### src/rtl/servo_casc_pkg.sv
package servo_casc_pkg;
  localparam int ACC_W = 48;

  function automatic logic signed [ACC_W-1:0] clamp_acc(
    input logic signed [ACC_W-1:0] v,
    input logic signed [ACC_W-1:0] lim
  );
    if (v > lim) return lim;
    if (v < -lim) return -lim;
    return v;
  endfunction
endpackage

### src/rtl/servo_speed_est.sv
module servo_speed_est #(
  parameter int W = 16
) (
  input  logic                clk,
  input  logic                rst,
  input  logic                strobe,
  input  logic [W-1:0]        pos_now,
  output logic signed [W-1:0] est
);
  logic [W-1:0] prev_q;
  logic [W-1:0] delta;

  always_comb begin
    delta = pos_now - prev_q;
    est   = $signed(delta);
  end

  always_ff @(posedge clk) begin
    if (rst) prev_q <= '0;
    else if (strobe) prev_q <= pos_now;
  end


  prev_capture_chk: assert property (@(posedge clk) disable iff (rst)
    strobe |=> (prev_q == $past(pos_now)));


  prev_hold_chk: assert property (@(posedge clk) disable iff (rst)
    !strobe |=> $stable(prev_q));
endmodule

### src/rtl/servo_pi_stage.sv
module servo_pi_stage import servo_casc_pkg::*; #(
  parameter int W    = 16,
  parameter int KP   = 64,
  parameter int KI   = 8,
  parameter int FRAC = 6,
  parameter int LIM  = 12000
) (
  input  logic                clk,
  input  logic                rst,
  input  logic                strobe,
  input  logic                hold,
  input  logic signed [W-1:0] err,
  output logic signed [W-1:0] u
);
  localparam logic signed [ACC_W-1:0] KP_X  = ACC_W'(KP);
  localparam logic signed [ACC_W-1:0] KI_X  = ACC_W'(KI);
  localparam logic signed [ACC_W-1:0] LIM_X = ACC_W'(LIM);

  logic signed [W-1:0]     integ_q;
  logic signed [ACC_W-1:0] err_x;
  logic signed [ACC_W-1:0] p_term;
  logic signed [ACC_W-1:0] i_term;
  logic signed [ACC_W-1:0] sum_u;
  logic signed [ACC_W-1:0] sum_i;
  logic signed [ACC_W-1:0] u_acc;
  logic signed [ACC_W-1:0] i_acc;

  always_comb begin
    err_x  = ACC_W'(err);
    p_term = (err_x * KP_X) >>> FRAC;
    i_term = (err_x * KI_X) >>> FRAC;
    sum_u  = p_term + ACC_W'(integ_q);
    sum_i  = i_term + ACC_W'(integ_q);
    u_acc  = clamp_acc(sum_u, LIM_X);
    i_acc  = clamp_acc(sum_i, LIM_X);
    u      = W'(u_acc);
  end

  always_ff @(posedge clk) begin
    if (rst) integ_q <= '0;
    else if (strobe && !hold) integ_q <= W'(i_acc);
  end


  integ_in_range_chk: assert property (@(posedge clk) disable iff (rst)
    (integ_q <= W'(LIM)) && (integ_q >= -W'(LIM)));


  out_in_range_chk: assert property (@(posedge clk) disable iff (rst)
    (u <= W'(LIM)) && (u >= -W'(LIM)));


  frozen_integ_chk: assert property (@(posedge clk) disable iff (rst)
    (strobe && hold) |=> $stable(integ_q));
endmodule

### src/rtl/servo_cmd_reg.sv
module servo_cmd_reg #(
  parameter int W = 16
) (
  input  logic                clk,
  input  logic                rst,
  input  logic                strobe,
  input  logic                use_ext,
  input  logic signed [W-1:0] ext_cmd,
  input  logic signed [W-1:0] int_cmd,
  output logic signed [W-1:0] cmd_q
);
  always_ff @(posedge clk) begin
    if (rst) cmd_q <= '0;
    else if (strobe) cmd_q <= use_ext ? ext_cmd : int_cmd;
  end
endmodule

### src/rtl/servo_cascade_sel.sv
module servo_cascade_sel import servo_casc_pkg::*; #(
  parameter int W        = 16,
  parameter int POS_KP   = 64,
  parameter int POS_KI   = 8,
  parameter int SPD_KP   = 96,
  parameter int SPD_KI   = 16,
  parameter int FRAC     = 6,
  parameter int SPD_LIM  = 12000,
  parameter int TRQ_LIM  = 9000
) (
  input  logic         clk,
  input  logic         rst,
  input  logic         sample_stb,
  input  logic [W-1:0] pos_req,
  input  logic [W-1:0] rotor_pos,
  input  logic         spd_en,
  input  logic [W-1:0] ext_spd,
  input  logic         trq_en,
  input  logic [W-1:0] ext_trq,
  output logic [W-1:0] spd_cmd_mon,
  output logic [W-1:0] trq_cmd_mon,
  output logic [W-1:0] iq_set,
  output logic [W-1:0] id_set
);
  localparam logic signed [ACC_W-1:0] ERR_MAX = ACC_W'((64'sd1 <<< (W - 1)) - 1);

  logic signed [W-1:0]     spd_est;
  logic signed [W-1:0]     pos_err;
  logic signed [W-1:0]     spd_int;
  logic signed [W-1:0]     spd_sel;
  logic signed [ACC_W-1:0] spd_diff;
  logic signed [ACC_W-1:0] spd_diff_c;
  logic signed [W-1:0]     spd_err;
  logic signed [W-1:0]     trq_int;
  logic signed [W-1:0]     spd_q;
  logic signed [W-1:0]     trq_q;
  logic [W-1:0]            pos_delta;

  servo_speed_est #(.W(W)) est_i (
    .clk(clk), .rst(rst), .strobe(sample_stb),
    .pos_now(rotor_pos), .est(spd_est)
  );

  always_comb begin
    pos_delta  = pos_req - rotor_pos;
    pos_err    = $signed(pos_delta);
    spd_sel    = spd_en ? $signed(ext_spd) : spd_int;
    spd_diff   = ACC_W'(spd_sel) - ACC_W'(spd_est);
    spd_diff_c = clamp_acc(spd_diff, ERR_MAX);
    spd_err    = W'(spd_diff_c);
  end

  servo_pi_stage #(.W(W), .KP(POS_KP), .KI(POS_KI), .FRAC(FRAC), .LIM(SPD_LIM)) pos_pi_i (
    .clk(clk), .rst(rst), .strobe(sample_stb), .hold(spd_en),
    .err(pos_err), .u(spd_int)
  );

  servo_pi_stage #(.W(W), .KP(SPD_KP), .KI(SPD_KI), .FRAC(FRAC), .LIM(TRQ_LIM)) spd_pi_i (
    .clk(clk), .rst(rst), .strobe(sample_stb), .hold(trq_en),
    .err(spd_err), .u(trq_int)
  );

  servo_cmd_reg #(.W(W)) spd_reg_i (
    .clk(clk), .rst(rst), .strobe(sample_stb), .use_ext(spd_en),
    .ext_cmd($signed(ext_spd)), .int_cmd(spd_int), .cmd_q(spd_q)
  );

  servo_cmd_reg #(.W(W)) trq_reg_i (
    .clk(clk), .rst(rst), .strobe(sample_stb), .use_ext(trq_en),
    .ext_cmd($signed(ext_trq)), .int_cmd(trq_int), .cmd_q(trq_q)
  );

  assign spd_cmd_mon = spd_q;
  assign trq_cmd_mon = trq_q;
  assign iq_set      = trq_q;
  assign id_set      = '0;


  spd_override_chk: assert property (@(posedge clk) disable iff (rst)
    (sample_stb && spd_en) |=> (spd_cmd_mon == $past(ext_spd)));


  trq_override_chk: assert property (@(posedge clk) disable iff (rst)
    (sample_stb && trq_en) |=> (iq_set == $past(ext_trq)));


  outputs_hold_chk: assert property (@(posedge clk) disable iff (rst)
    !sample_stb |=> ($stable(iq_set) && $stable(spd_cmd_mon) && $stable(trq_cmd_mon)));
endmodule

### config.mk
export PLATFORM = sky130hd
export DESIGN_NAME = servo_cascade_sel
export DESIGN_NICKNAME = d
export VERILOG_FILES = /design/src/rtl/servo_casc_pkg.sv /design/src/rtl/servo_speed_est.sv /design/src/rtl/servo_pi_stage.sv /design/src/rtl/servo_cmd_reg.sv /design/src/rtl/servo_cascade_sel.sv
export SDC_FILE = /design/constraint.sdc
export NUM_CORES = 1
export LEC_CHECK = 0
export CAP_MARGIN = 15
export CORE_MARGIN = 3
export CORE_UTILIZATION = 67
export DETAILED_ROUTE_END_ITERATION = 16
export DONT_BUFFER_PORTS = 1
export GPL_ROUTABILITY_DRIVEN = 0
export GPL_TIMING_DRIVEN = 1
export PLACE_DENSITY = 0.83
export SLEW_MARGIN = 0
export SYNTH_ARGS = -nofsm -noshare
export SYNTH_HDL_FRONTEND = slang
export SYNTH_SLANG_ARGS = --single-unit
### constraint.sdc
create_clock -name clk -period 13.1 [get_ports clk]
set_input_delay 0.655 -clock clk [delete_from_list [all_inputs] [get_ports clk]]
set_output_delay 0.655 -clock clk [all_outputs]
set_load 0.05 [all_outputs]
Word-level counts from Yosys, hierarchy flattened
Cells that the tools add are included.

Register bits after elaboration: 80. Bits in latches: 0. Bits in writable memories: 0. Bits in read-only memories: 0. Input bits: 69. Logic and storage cells: 64. Memories: 0.

Add/subtract/negate cells: 7. Multiply operators: 1. Divide/modulo/power cells: 0. Order comparisons: 10. Equal/unequal tests: 0. Shift-type cells: 0. Mux-type cells: 37. Bitwise logic cells: 0. Reductions and logical operators: 4.

Operator list (count): 2-to-1 mux 16 bit (22); greater-than comparator 17 x 15 -> 1 bit (second input constant) (3); < comparator 17 x 15 -> 1 bit (second input constant) (3); subtractor 16 bit (2); adder 18 x 16 -> 19 bit (1); greater-than comparator 19 x 15 -> 1 bit (second input constant) (1); < comparator 19 x 15 -> 1 bit (second input constant) (1); multiplier 16 x 3 -> 19 bit (second input constant) (1); adder 13 x 16 -> 17 bit (1); adder 14 x 16 -> 17 bit (1); adder 16 x 16 -> 17 bit (1); greater-than comparator 17 x 16 -> 1 bit (second input constant) (1); < comparator 17 x 16 -> 1 bit (second input constant) (1); subtractor 16 x 16 -> 17 bit (1); 2-to-1 mux 1 bit (15); logical AND 1 bit (2); logical NOT 1 bit (2).

Depth between registers and ports, before layout
Gate-level depths: netlist of the first run.

Depth in word-level cells: 22. Gate-level depth with buffers: 62. Gate-level depth less buffers: 59.

Hierarchy
A second synthesis of the first run with hierarchy kept.

Cell total of the unflattened synthesis: 1452. Area, all modules: 11541.1 sq um.

Modules (own cells, without submodules): servo_pi_stage at spd_pi_i (times used 1, cells each 455, area an instance 3589.7 sq um, seq. area each 320.3 sq um); servo_pi_stage at pos_pi_i (times used 1, cells each 363, area an instance 2835.2 sq um, seq. area each 320.3 sq um); servo_cascade_sel (times used 1, cells each 310, area an instance 2254.7 sq um, seq. area each 0.0 sq um); servo_speed_est (times used 1, cells each 182, area an instance 1435.1 sq um, seq. area each 320.3 sq um); servo_cmd_reg (times used 2, cells each 71, area an instance 713.2 sq um, seq. area each 320.3 sq um).

Least setup slack after synthesis of the first run
Ideal clock, no wire load.

Kind: input -> register. Start point: input pos_req[0]. End point: register trq_reg_i.cmd_q[3]. Setup time: 0.122 ns. Data arrival time: 11.889 ns. Required time: 12.978 ns. Setup slack: 1.090 ns. Stages on the path: 60. Path buffers: 1. Path through: inv_1 > ha_1 > fa_1 > nor2b_1 > o21ai_0 > nand2b_1 > a21o_1 > nand2_1 > a21boi_0 > o21ai_0 > a21o_1 > nand2b_1 > xor2_1 > ha_1 > and4_1 > and2_1 > o21ai_1 > nand3b_1 > (+24 left out) > a21boi_0 > o21a_1 > o21ai_0 > nand2b_1 > a41oi_1 > nor2b_1 > xnor2_1 > ha_1 > nand2_1 > a21oi_1 > a211o_1 > a221oi_4 > xor2_2 > nor3_1 > a211oi_1 > o2bb2ai_1 > nand2b_1 > a221o_1.

Word-level cells in the longest chain between the ends: 22. Elaborated cells between the ends (all ways): 31. Classes of those cells: 4 x add/sub; 1 x mul; 6 x order compare; 20 x mux.

Ends and longest elaborated chain: start: declaration (RTL line servo_cascade_sel.sv:14) `input logic [W-1:0] pos_req,`; subtractor 16 bit (*) (RTL line servo_cascade_sel.sv:45) `pos_delta = pos_req - rotor_pos;`; adder 16 x 16 -> 17 bit (*) (RTL line servo_pi_stage.sv:32) `sum_u = p_term + ACC_W'(integ_q);`; < comparator 17 x 15 -> 1 bit (RTL line servo_casc_pkg.sv:9) `if (v < -lim) return -lim;`; 2-to-1 mux 1 bit (2 in a row) (RTL line servo_casc_pkg.sv:9); 2-to-1 mux 16 bit (RTL line servo_casc_pkg.sv:10) `return v;`; 2-to-1 mux 16 bit (*) (RTL line servo_casc_pkg.sv:9); 2-to-1 mux 16 bit (*) (RTL line servo_cascade_sel.sv:47) `spd_sel = spd_en ? $signed(ext_spd) : spd_int;`; subtractor 16 x 16 -> 17 bit (*) (RTL line servo_cascade_sel.sv:48) `spd_diff = ACC_W'(spd_sel) - ACC_W'(spd_est);`; (+4 left out); 2-to-1 mux 16 bit (*) (RTL line servo_casc_pkg.sv:9); multiplier 16 x 3 -> 19 bit (*) (RTL line servo_pi_stage.sv:30) `p_term = (err_x * KP_X) >>> FRAC;`; adder 18 x 16 -> 19 bit (*) (RTL line servo_pi_stage.sv:32); < comparator 19 x 15 -> 1 bit (RTL line servo_casc_pkg.sv:9); 2-to-1 mux 1 bit (2 in a row) (RTL line servo_casc_pkg.sv:9); 2-to-1 mux 16 bit (RTL line servo_casc_pkg.sv:10); 2-to-1 mux 16 bit (*) (RTL line servo_casc_pkg.sv:9); 2-to-1 mux 16 bit (*) (RTL line servo_cmd_reg.sv:14) `else if (strobe) cmd_q <= use_ext ? ext_cmd : int_cmd;`; end signal: assignment (RTL line servo_cmd_reg.sv:14); end: declaration (RTL line servo_cmd_reg.sv:10) `output logic signed [W-1:0] cmd_q`.

Every way passes the cells marked *; elsewhere a longest branch is shown, timed or not. The select of a mux whose other input is x is not followed. A chain may end at the register's enable or synchronous reset.

Worst setup path after layout of the first run
Start point: input pos_req[0]. End point: register trq_reg_i.cmd_q[3].

Word-level cells in the longest chain between the ends: 22. Elaborated cells between the ends (all ways): 31. Classes of those cells: 4 x add/sub; 1 x mul; 6 x order compare; 20 x mux.

Ends and longest elaborated chain: subtractor 16 bit (*) (RTL line servo_cascade_sel.sv:45); adder 16 x 16 -> 17 bit (*) (RTL line servo_pi_stage.sv:32); < comparator 17 x 15 -> 1 bit (RTL line servo_casc_pkg.sv:9); 2-to-1 mux 1 bit (2 in a row) (RTL line servo_casc_pkg.sv:9); 2-to-1 mux 16 bit (RTL line servo_casc_pkg.sv:10); 2-to-1 mux 16 bit (*) (RTL line servo_casc_pkg.sv:9); 2-to-1 mux 16 bit (*) (RTL line servo_cascade_sel.sv:47); via spd_sel[2] (RTL line servo_cascade_sel.sv:30) `logic signed [W-1:0] spd_sel;`; (+5 left out); 2-to-1 mux 16 bit (*) (RTL line servo_casc_pkg.sv:9); multiplier 16 x 3 -> 19 bit (*) (RTL line servo_pi_stage.sv:30); adder 18 x 16 -> 19 bit (*) (RTL line servo_pi_stage.sv:32); < comparator 19 x 15 -> 1 bit (RTL line servo_casc_pkg.sv:9); 2-to-1 mux 1 bit (2 in a row) (RTL line servo_casc_pkg.sv:9); 2-to-1 mux 16 bit (RTL line servo_casc_pkg.sv:10); 2-to-1 mux 16 bit (*) (RTL line servo_casc_pkg.sv:9); 2-to-1 mux 16 bit (*) (RTL line servo_cmd_reg.sv:14).

The timed path passes the listed nets; every way through them passes the cells marked *. The select of a mux whose other input is x is not followed.

==> Flow_metrics.wiki, run 1 <==
{| class="wikitable"
! Metric !! Value
|-
| Die outline height || 130 um
|-
| # rows || 44
|-
| Share of the synthesized area in the top cell type || 17.4%
|-
| Critical path data arrival time || 12.70 ns
|-
| Highest clock frequency the design can meet || 0.0803 GHz
|-
| Post-layout min period || 12.45 ns
|-
| Worst-Skew Late Latency || 0.36 ns
|-
| DRT iter0 DRCs || 1105
|-
| Cell taking the most area after synthesis || sky130_fd_sc_hd__ha_1
|-
| Number of clock sinks seen by CTS || 80
|-
| # H-tree levels || 3
|-
| Final Slew Violations || 0
|-
| Worst stage delay on the critical path || 0.55 ns
|-
| Distinct cells, synth || 90
|-
| Total Routed Length || 29.0 mm
|-
| Largest net degree at the start of global routing || 64
|-
| Count of flip-flops with a built-in enable after synthesis || 0
|-
| Total number of nets in the final design || 1535
|-
| Initial antenna violation count || 2
|-
| Via count of the first global-routing pass || 8824
|-
| Largest fanout of any net on the critical path || 10
|-
| Cell area after synthesis || 10300 um2
|-
| Critical Path Source Type || input pin
|-
| Total core area || 14800 um2
|-
| Overflow left after global routing || 0
|-
| Die width || 130 um
|-
| Primary FF master, synth || sky130_fd_sc_hd__dfxtp_1
|-
| CTS Buf Count || 9
|-
| First-pass GRT wire length || 45.1 mm
|-
| Cell types occupying the most area after synthesis || sky130_fd_sc_hd__ha_1 (17%), sky130_fd_sc_hd__dfxtp_1 (16%), sky130_fd_sc_hd__a21oi_1 (5.5%), sky130_fd_sc_hd__xnor2_1 (5.3%), sky130_fd_sc_hd__nor2_1 (4.8%)
|-
| Number of hold-slack violations in the final timing report || 0
|-
| WL met2 || 12.2 mm
|-
| Sum of routed wire segments on met1 || 13.4 mm
|-
| Cell seen most often among critical-path stages || sky130_fd_sc_hd__ha_1
|-
| Clock Tree Buf Depth || 2
|-
| Post-placement cell count || 1483
|-
| Slowest cell on the critical path || sky130_fd_sc_hd__or4_1
|-
| Root Buffer || sky130_fd_sc_hd__clkbuf_16
|-
| Routed Antenna Nets || 0
|-
| DRC violation count after routing || 0
|-
| Vias || 9887
|-
| Total routing resource utilization after global routing || 33.3%
|-
| Proportion of synthesized flip-flops having asynchronous set or reset || 0%
|-
| Number of warnings issued by yosys || 0
|-
| Initial standard-cell utilization of the core || 69.6%
|-
| Port buffer count || 0
|-
| IO Pins || 133
|-
| Crit path buffers/inverters || 3
|-
| Area grow syn2layout || 4.74%
|-
| Min-Delay Path Class || in -> reg
|-
| Commonest cells after routing, fill and taps aside || sky130_fd_sc_hd__ha_1 (143), sky130_fd_sc_hd__nor2_1 (131), sky130_fd_sc_hd__a21oi_1 (108)
|-
| Family with the most delay on the worst path || compound AO/OA/AOI/OAI gates
|-
| Final HPWL from detailed placement || 22.9 mm
|-
| Met3 WL || 2.81 mm
|-
| WL per Instance || 19.3 um
|-
| Register clock-pin slew on the reported worst setup and hold paths || 0.06 ns
|-
| Tightest Pin Transition || 1.10 ns
|-
| Number of antenna cells inserted || 0
|-
| Max Cap Violations || 0
|-
| Relative max-transition margin || 26.4%
|-
| Final count of negative-setup-slack endpoints || 0
|-
| Reg2Reg Setup Slack || 1.99 ns
|-
| Syn avg cell area || 7.69 um2
|-
| FF+latch count, synth || 80
|-
| Final period utilization || 95.0%
|-
| Setup CP Type || in -> reg
|-
| Number of vias per cell || 6.57
|-
| Post-synthesis instance total || 1336
|-
| Post-route insts no fill || 1504
|-
| Leading cell type in the layout, fill and taps excluded || sky130_fd_sc_hd__ha_1
|-
| Highest layer used for signal routing || met5
|-
| Pre-Repair DR Iteration Count || 8
|-
| Data required time at the worst endpoint || 13.35 ns
|-
| WHS || 0.364 ns
|-
| Die area || 16800 um2
|-
| CTS tree || built
|-
| Crit path capture type || register
|-
| Sequential area share after synthesis || 15.6%
|-
| Result of the run || completed
|-
| Fraction of layout cells with a size suffix above 1 || 6.06%
|-
| Max Clock Skew || 0.00967 ns
|}
[per-stage QoR]
step / area (um2) / worst slack [ns] / TNS, ns / util, %
2_1_floorplan: 10300 / 1.09 / 0 / -
3_3_place_gp: 10300 / 0.422 / 0 / 69.6
3_5_place_dp: 10300 / 0.0208 / 0 / 69.6
4_1_cts: 10600 / 0.276 / 0 / 71.8
5_1_grt: 10800 / -0.0590 / -0.0615 / 72.9
6_report: 10800 / 0.653 / 0 / 72.9
[per-layer routing]
metal / global-route usage, % / vias to the layer above
li1: - / 4803
met1: 48.1 / 4578
met2: 50.7 / 452
met3: 7.37 / 50
met4: 7.95 / 4
met5: 0 / -
[registers in the layout, summed over array words and instances (netlist names)]
| name | count |
|---|---|
| pos_pi_i.integ_q | 16 |
| trq_reg_i.cmd_q | 16 |
| spd_pi_i.integ_q | 16 |
| est_i.prev_q | 16 |
| spd_reg_i.cmd_q | 16 |
[synth_stat cells, types with 5 or more instances]
master / number
sky130_fd_sc_hd__a211oi_1: 26
sky130_fd_sc_hd__nor4_1: 6
sky130_fd_sc_hd__o21bai_1: 11
sky130_fd_sc_hd__nor2_1: 131
sky130_fd_sc_hd__nor2b_1: 29
sky130_fd_sc_hd__buf_4: 33
sky130_fd_sc_hd__o21a_1: 34
sky130_fd_sc_hd__o21ai_1: 6
sky130_fd_sc_hd__a21oi_1: 112
sky130_fd_sc_hd__nand3b_1: 8
sky130_fd_sc_hd__or2_2: 5
sky130_fd_sc_hd__o31ai_1: 12
sky130_fd_sc_hd__o311ai_0: 5
sky130_fd_sc_hd__xor2_1: 32
sky130_fd_sc_hd__mux2i_1: 21
sky130_fd_sc_hd__o41ai_1: 5
sky130_fd_sc_hd__and4_1: 6
sky130_fd_sc_hd__a21o_1: 16
sky130_fd_sc_hd__a21boi_0: 6
sky130_fd_sc_hd__nand2_1: 83
sky130_fd_sc_hd__o211a_1: 5
sky130_fd_sc_hd__nor3_1: 27
sky130_fd_sc_hd__clkbuf_1: 25
sky130_fd_sc_hd__xnor2_1: 62
sky130_fd_sc_hd__dfxtp_1: 80
sky130_fd_sc_hd__o21ai_0: 84
sky130_fd_sc_hd__maj3_1: 5
sky130_fd_sc_hd__and2_1: 8
sky130_fd_sc_hd__a31oi_1: 17
sky130_fd_sc_hd__ha_1: 143
sky130_fd_sc_hd__nand3_1: 22
sky130_fd_sc_hd__inv_1: 99
sky130_fd_sc_hd__o22ai_1: 8
sky130_fd_sc_hd__fa_1: 8
sky130_fd_sc_hd__or3_1: 18
sky130_fd_sc_hd__o2111ai_1: 6
sky130_fd_sc_hd__nand2b_1: 27
[final cells by class]
class	count	area [um2]
Fill cell	1173	4000
Inverter	100	375
Clock buffer	11	243
Timing Repair Buffer	13	97.6
Sequential cell	80	1600
Tap cell	184	230
Multi-Input combinational cell	1111	8130
Clock inverter	5	80.1
[repair_timing]
item / in CTS / in global routing
resized for setup: 0 / 30
setup buffers: 0 / 4
setup endpoints to repair: 0 / 16
hold buffers: 0 / 0
[worst register-to-register path, delay by kind of cell (launching register included)]
family	cells	cell delay [ns]
xor gates and xnor gates	2	0.30
adders and majority gates	7	2.24
DFF	1	0.37
AOI/OAI and AO/OA	25	5.11
and+or+nand+nor	12	2.70
buffers and inverters	3	0.31
[final timing paths]
check	cells after the start	endpoint	from
setup reg to reg	49	trq_reg_i.cmd_q[3]	pos_pi_i.integ_q[0]
setup / recovery	60	trq_reg_i.cmd_q[3]	pos_req[0]
hold / removal	1	trq_reg_i.cmd_q[14]	rst
hold reg to reg	2	pos_pi_i.integ_q[0]	pos_pi_i.integ_q[0]
[cell families after synthesis]
logic type,share of synthesized area [%]
AOI/OAI and AO/OA,29.4
and+or+nand+nor,18.2
buffers and inverters,7.10
adders and majority gates,19.5
xor gates and xnor gates,8.17
DFF,15.6
muxes,2.05
other,0.0365
Power of run 1 is not shown: default switching activity piles up to over one toggle a cycle in this logic, so the estimate is an artifact.
==> run 2: changes to the inputs <==
--- a/config.mk
+++ b/config.mk
@@ -13,6 +13,7 @@
 export GPL_ROUTABILITY_DRIVEN = 0
 export GPL_TIMING_DRIVEN = 1
 export PLACE_DENSITY = 0.83
+export REMOVE_ABC_BUFFERS = 1
 export SLEW_MARGIN = 0
 export SYNTH_ARGS = -nofsm -noshare
 export SYNTH_HDL_FRONTEND = slang
==> Flow_metrics.wiki, run 2 (synthesis results as in run 1) <==
{| class="wikitable"
! Metric !! Value
|-
| Result of the run || completed
|-
| Slowest cell on the critical path || sky130_fd_sc_hd__or4_1
|-
| # H-tree levels || 3 (unchanged)
|-
| Max Clock Skew || 0.00998 ns (+0.000307 ns)
|-
| Leading cell type in the layout, fill and taps excluded || sky130_fd_sc_hd__ha_1
|-
| Largest net degree at the start of global routing || 64 (unchanged)
|-
| Pre-CTS worst setup slack || -0.0492 ns (-0.0700 ns)
|-
| Critical path data arrival time || 12.71 ns (about the same)
|-
| Combined area of the multi-input logic cells || 8150 um2 (+0.20%)
|-
| WL per Instance || 17.9 um (-7.3%)
|-
| # rows || 44 (unchanged)
|-
| Area post-placement || 10300 um2 (about the same)
|-
| Die width || 130 um (unchanged)
|-
| Port buffer count || 0 (unchanged)
|-
| Worst reg2reg endpoint || trq_reg_i.cmd_q[3]
|-
| Crit path capture type || register
|-
| Total core area || 14800 um2 (unchanged)
|-
| Largest fanout of any net on the critical path || 10 (unchanged)
|-
| Hold buffer count at cts || 0 (unchanged)
|-
| Initial antenna violation count || 0 (-2)
|-
| Highest clock frequency the design can meet || 0.0802 GHz (-0.14%)
|-
| Tightest Pin Transition || 1.15 ns (+0.0471 ns)
|-
| Post-layout min period || 12.46 ns (+0.0174 ns)
|-
| Launch point of the worst hold path || rst
|-
| Post-route insts no fill || 1503 (-0.066%)
|-
| Area occupied by registers || 1600 um2 (unchanged)
|-
| Data required time at the worst endpoint || 13.34 ns (about the same)
|-
| R2R cell count || 46 (-6.1%)
|-
| Root Buffer || sky130_fd_sc_hd__clkbuf_16
|-
| Vias || 9759 (-1.3%)
|-
| Max Cap Violations || 0 (unchanged)
|-
| Total routing resource utilization after global routing || 30.9% (-2.4 points)
|-
| Reg2Reg Setup Slack || 2.05 ns (+0.06 ns)
|-
| Number of filler cells placed in the layout || 1167 (-0.51%)
|-
| Worst-Skew Late Latency || 0.36 ns (about the same)
|-
| Fraction of layout cells with a size suffix above 1 || 6.44% (+0.38 points)
|-
| First-pass GRT wire length || 42.6 mm (-5.5%)
|-
| DRC violation count after routing || 0 (unchanged)
|-
| Worst stage delay on the critical path || 0.47 ns (-0.08 ns)
|-
| Overflow left after global routing || 0 (unchanged)
|-
| Worst hold path stage count || 1 (unchanged)
|-
| Post-placement cell count || 1484 (+0.067%)
|-
| Number of vias per cell || 6.49 (-1.2%)
|-
| CTS tree || built
|-
| IO Pins || 133 (unchanged)
|-
| Final count of negative-setup-slack endpoints || 0 (unchanged)
|-
| Endpoint, Worst Hold || spd_pi_i.integ_q[12]
|-
| Number of clock sinks seen by CTS || 80 (unchanged)
|-
| CTS Buf Count || 9 (unchanged)
|-
| Relative max-transition margin || 23.3% (-3.2 points)
|-
| Final period utilization || 95.1% (+0.13 points)
|-
| Initial standard-cell utilization of the core || 69.6% (unchanged)
|-
| Die area || 16800 um2 (unchanged)
|-
| DRT iter0 DRCs || 813 (-26%)
|-
| Critical Path Source Type || input pin
|-
| Total number of nets in the final design || 1534 (-0.065%)
|-
| Final HPWL from detailed placement || 21.1 mm (-8.1%)
|-
| WHS || 0.377 ns (+0.0124 ns)
|-
| Final critical-path setup slack || 0.635 ns (-0.0174 ns)
|-
| Total Routed Length || 26.9 mm (-7.4%)
|-
| Area grow syn2layout || 4.42%
|-
| Die outline height || 130 um (unchanged)
|-
| Commonest cells after routing, fill and taps aside || sky130_fd_sc_hd__ha_1 (142), sky130_fd_sc_hd__nor2_1 (131), sky130_fd_sc_hd__a21oi_1 (106)
|-
| Clock Tree Buf Depth || 2 (unchanged)
|-
| Number of antenna cells inserted || 0 (unchanged)
|-
| Setup CP Type || in -> reg
|-
| Design Area, Final || 10700 um2 (-0.30%)
|-
| Via count of the first global-routing pass || 8706 (-1.3%)
|-
| Register clock-pin slew on the reported worst setup and hold paths || 0.06 ns (about the same)
|-
| Routed Antenna Nets || 0 (unchanged)
|-
| Final Slew Violations || 0 (unchanged)
|-
| Number of hold-slack violations in the final timing report || 0 (unchanged)
|-
| Reg2Reg Launch Point || pos_pi_i.integ_q[0]
|-
| Min-Delay Path Class || in -> reg
|-
| Pre-Repair DR Iteration Count || 6 (-2)
|}
-- run 2: area by class of cell --
class                           count  share of cell area, %
Timing Repair Buffer               13                  0.910
Clock inverter                      6                  0.327
Tap cell                          184                   2.15
Inverter                          100                   3.50
Multi-Input combinational cell   1110                   76.0
Clock buffer                       10                   2.23
Sequential cell                    80                   14.9
-- run 2: worst max-delay path by stage --
stage	start	endpoint	slack (ns)	cells after the start
finish	pos_req[0]	trq_reg_i.cmd_q[3]	0.64	57
global route	pos_req[0]	trq_reg_i.cmd_q[3]	-0.15	58
CTS	pos_req[0]	trq_reg_i.cmd_q[3]	0.25	59
detailed placement	pos_req[0]	trq_reg_i.cmd_q[3]	-0.05	59
global placement	pos_req[0]	trq_reg_i.cmd_q[3]	0.35	59
floorplan	pos_req[0]	trq_reg_i.cmd_q[3]	0.87	59
-- run 2: metal layers --
layer / share of wire [%] / up-vias / track usage (%)
li1: - / 4779 / -
met1: 47 / 4501 / 46.1
met3: 10 / 41 / 6.06
met5: 0 / - / 0
met4: 1.9 / 0 / 8.80
met2: 41 / 438 / 45.2
-- run 2: per-stage QoR --
stage          setup TNS, ns  util, %
5_1_grt               -0.310     72.7
6_report                   0     72.7
2_1_floorplan              0        -
3_3_place_gp               0     69.7
3_5_place_dp         -0.0492     69.7
4_1_cts                    0     71.5
-- run 2: worst max-delay path: cells and delay by family --
family | cells | cell delay [ns]
adder cells (fa/ha/maj) | 7 | 2.22
XOR/XNOR | 3 | 0.50
AO/OA/AOI/OAI | 31 | 6.41
buffers and inverters | 2 | 0.20
AND/OR/NAND/NOR | 14 | 2.69
-- run 2: timing repair --
item                       4_1_cts  5_1_grt
setup endpoints to repair        0       16
setup buffers                    0        3
resized for setup                0       36
Power of run 2 is left out for the same reason.
==> run 3: changes to the inputs <==
--- a/config.mk
+++ b/config.mk
@@ -12,7 +12,7 @@
 export DONT_BUFFER_PORTS = 1
 export GPL_ROUTABILITY_DRIVEN = 0
 export GPL_TIMING_DRIVEN = 1
-export PLACE_DENSITY = 0.83
+export PLACE_DENSITY = 0.92
 export REMOVE_ABC_BUFFERS = 1
 export SLEW_MARGIN = 0
 export SYNTH_ARGS = -nofsm -noshare
==> Flow_metrics.wiki, run 3 (synthesis results as in run 1) <==
{| class="wikitable"
! Metric !! Value
|-
| R2R cell count || 49 (+6.5%)
|-
| CTS Buf Count || 9 (unchanged)
|-
| WL per Instance || 19.0 um (+6.5%)
|-
| Overflow left after global routing || 0 (unchanged)
|-
| Number of filler cells placed in the layout || 1025 (-12%)
|-
| Leading cell type in the layout, fill and taps excluded || sky130_fd_sc_hd__ha_1
|-
| Launch point of the worst hold path || rst
|-
| Worst stage delay on the critical path || 0.47 ns (about the same)
|-
| Relative max-transition margin || 32.8% (+9.5 points)
|-
| DRC violation count after routing || 0 (unchanged)
|-
| Final critical-path setup slack || 0.415 ns (-0.221 ns)
|-
| Max Cap Violations || 0 (unchanged)
|-
| Met2 usage in global routing || 51.5% (+6.3 points)
|-
| Endpoint, Worst Hold || spd_pi_i.integ_q[2]
|-
| Crit path capture type || register
|-
| First-pass GRT wire length || 44.6 mm (+4.7%)
|-
| Largest fanout of any net on the critical path || 10 (unchanged)
|-
| Via count of the first global-routing pass || 9261 (+6.4%)
|-
| Root Buffer || sky130_fd_sc_hd__clkbuf_16
|-
| Area grow syn2layout || 5.59%
|-
| Worst reg2reg endpoint || trq_reg_i.cmd_q[3]
|-
| Reg2Reg Launch Point || pos_pi_i.integ_q[0]
|-
| Number of vias per cell || 6.80 (+4.7%)
|-
| Routed Antenna Nets || 0 (unchanged)
|-
| Number of clock sinks seen by CTS || 80 (unchanged)
|-
| Pre-Repair DR Iteration Count || 6 (unchanged)
|-
| Max Clock Skew || 0.0100 ns (+0.0000537 ns)
|-
| CTS tree || built
|-
| Commonest cells after routing, fill and taps aside || sky130_fd_sc_hd__ha_1 (142), sky130_fd_sc_hd__nor2_1 (131), sky130_fd_sc_hd__a21oi_1 (106)
|-
| Start point of the critical path || pos_req[0]
|-
| Met1 usage || 44.1% (-2.1 points)
|-
| Final count of negative-setup-slack endpoints || 0 (unchanged)
|-
| Clock Tree Buf Depth || 2 (unchanged)
|-
| Port buffer count || 0 (unchanged)
|-
| Slowest cell on the critical path || sky130_fd_sc_hd__or4_1
|-
| WHS || 0.370 ns (-0.00652 ns)
|-
| Setup CP Type || in -> reg
|-
| Initial antenna violation count || 0 (unchanged)
|-
| Min-Delay Path Class || in -> reg
|-
| Total number of nets in the final design || 1537 (+0.20%)
|-
| IO Pins || 133 (unchanged)
|-
| Critical Path Source Type || input pin
|-
| Total core area || 14800 um2 (unchanged)
|-
| Fraction of layout cells with a size suffix above 1 || 6.73% (+0.29 points)
|-
| Vias || 10200 (+4.9%)
|-
| Total routing resource utilization after global routing || 32.4% (+1.4 points)
|-
| Number of hold-slack violations in the final timing report || 0 (unchanged)
|-
| Worst-Skew Late Latency || 0.36 ns (about the same)
|-
| DRT iter0 DRCs || 1166 (+43%)
|-
| Largest net degree at the start of global routing || 64 (unchanged)
|-
| Die outline height || 130 um (unchanged)
|-
| GRT busiest layer || met2
|-
| Tightest Pin Transition || 1.00 ns (-0.144 ns)
|-
| Number of antenna cells inserted || 0 (unchanged)
|-
| Post-layout min period || 12.69 ns (+0.221 ns)
|-
| Register clock-pin slew on the reported worst setup and hold paths || 0.07 ns (about the same)
|-
| # H-tree levels || 3 (unchanged)
|-
| Final HPWL from detailed placement || 21.2 mm (+0.88%)
|-
| Highest clock frequency the design can meet || 0.0788 GHz (-1.7%)
|-
| Final Slew Violations || 0 (unchanged)
|-
| Total Routed Length || 28.7 mm (+6.7%)
|-
| Critical path data arrival time || 12.92 ns (+0.21 ns)
|-
| Worst hold path stage count || 1 (unchanged)
|-
| Pre-CTS worst setup slack || -0.346 ns (-0.296 ns)
|-
| Die area || 16800 um2 (unchanged)
|-
| Data required time at the worst endpoint || 13.34 ns (about the same)
|-
| Result of the run || completed
|-
| # rows || 44 (unchanged)
|-
| Reg2Reg Setup Slack || 1.90 ns (-0.15 ns)
|-
| Met3 track utilization from global routing || 6.84% (+0.78 points)
|-
| Initial standard-cell utilization of the core || 69.6% (unchanged)
|-
| Die width || 130 um (unchanged)
|-
| Final period utilization || 96.8% (+1.7 points)
|}
## run 3: how the worst max path moves through the flow
stage | to | slack, ns | depth (start not counted)
floorplan | trq_reg_i.cmd_q[3] | 0.87 | 59
global placement | trq_reg_i.cmd_q[3] | 0.27 | 59
detailed placement | trq_reg_i.cmd_q[3] | -0.35 | 59
CTS | trq_reg_i.cmd_q[3] | 0.09 | 59
global route | trq_reg_i.cmd_q[3] | -0.22 | 60
finish | trq_reg_i.cmd_q[3] | 0.41 | 60
## run 3: repair_timing
item	CTS	global route
setup buffers	0	6
hold buffers	0	0
setup endpoints to repair	1	16
cloned	0	1
gates resized for setup	1	36
pin swaps	0	12
## run 3: cell type report
| class | count | area (um2) | area share (%) |
|---|---|---|---|
| multi-input combinational | 1111 | 8180 | 75.5 |
| sequential | 80 | 1600 | 14.8 |
| inverter | 100 | 375 | 3.46 |
| tap | 184 | 230 | 2.12 |
| clock buffer | 10 | 229 | 2.11 |
| timing repair buffer | 15 | 116 | 1.07 |
| clock inverter | 6 | 108 | 0.992 |
## run 3: critical path, delay by kind of cell
kind	cells	cell delay [ns]
simple gates	17	3.14
xor+xnor	3	0.63
fa+ha+maj	8	2.40
buf+inv	3	0.27
compound gates	29	5.81
## run 3: per-stage QoR
stage	TNS, ns	instance area [um2]	cells	util, %
6_report	0	10800	1506	73.5
5_1_grt	-1.39	10800	1506	73.5
4_1_cts	0	10600	1498	71.8
3_5_place_dp	-1.52	10300	1482	69.6
3_3_place_gp	0	10300	1482	69.6
2_1_floorplan	0	9970	1290	-
## run 3: layer usage
| layer | up-vias | wire length (um) |
|---|---|---|
| li1 | 4808 | - |
| met4 | 0 | 799 |
| met1 | 4697 | 11900 |
| met2 | 662 | 12700 |
| met5 | - | 0 |
| met3 | 71 | 3260 |
Power of run 3 is left out for the same reason.
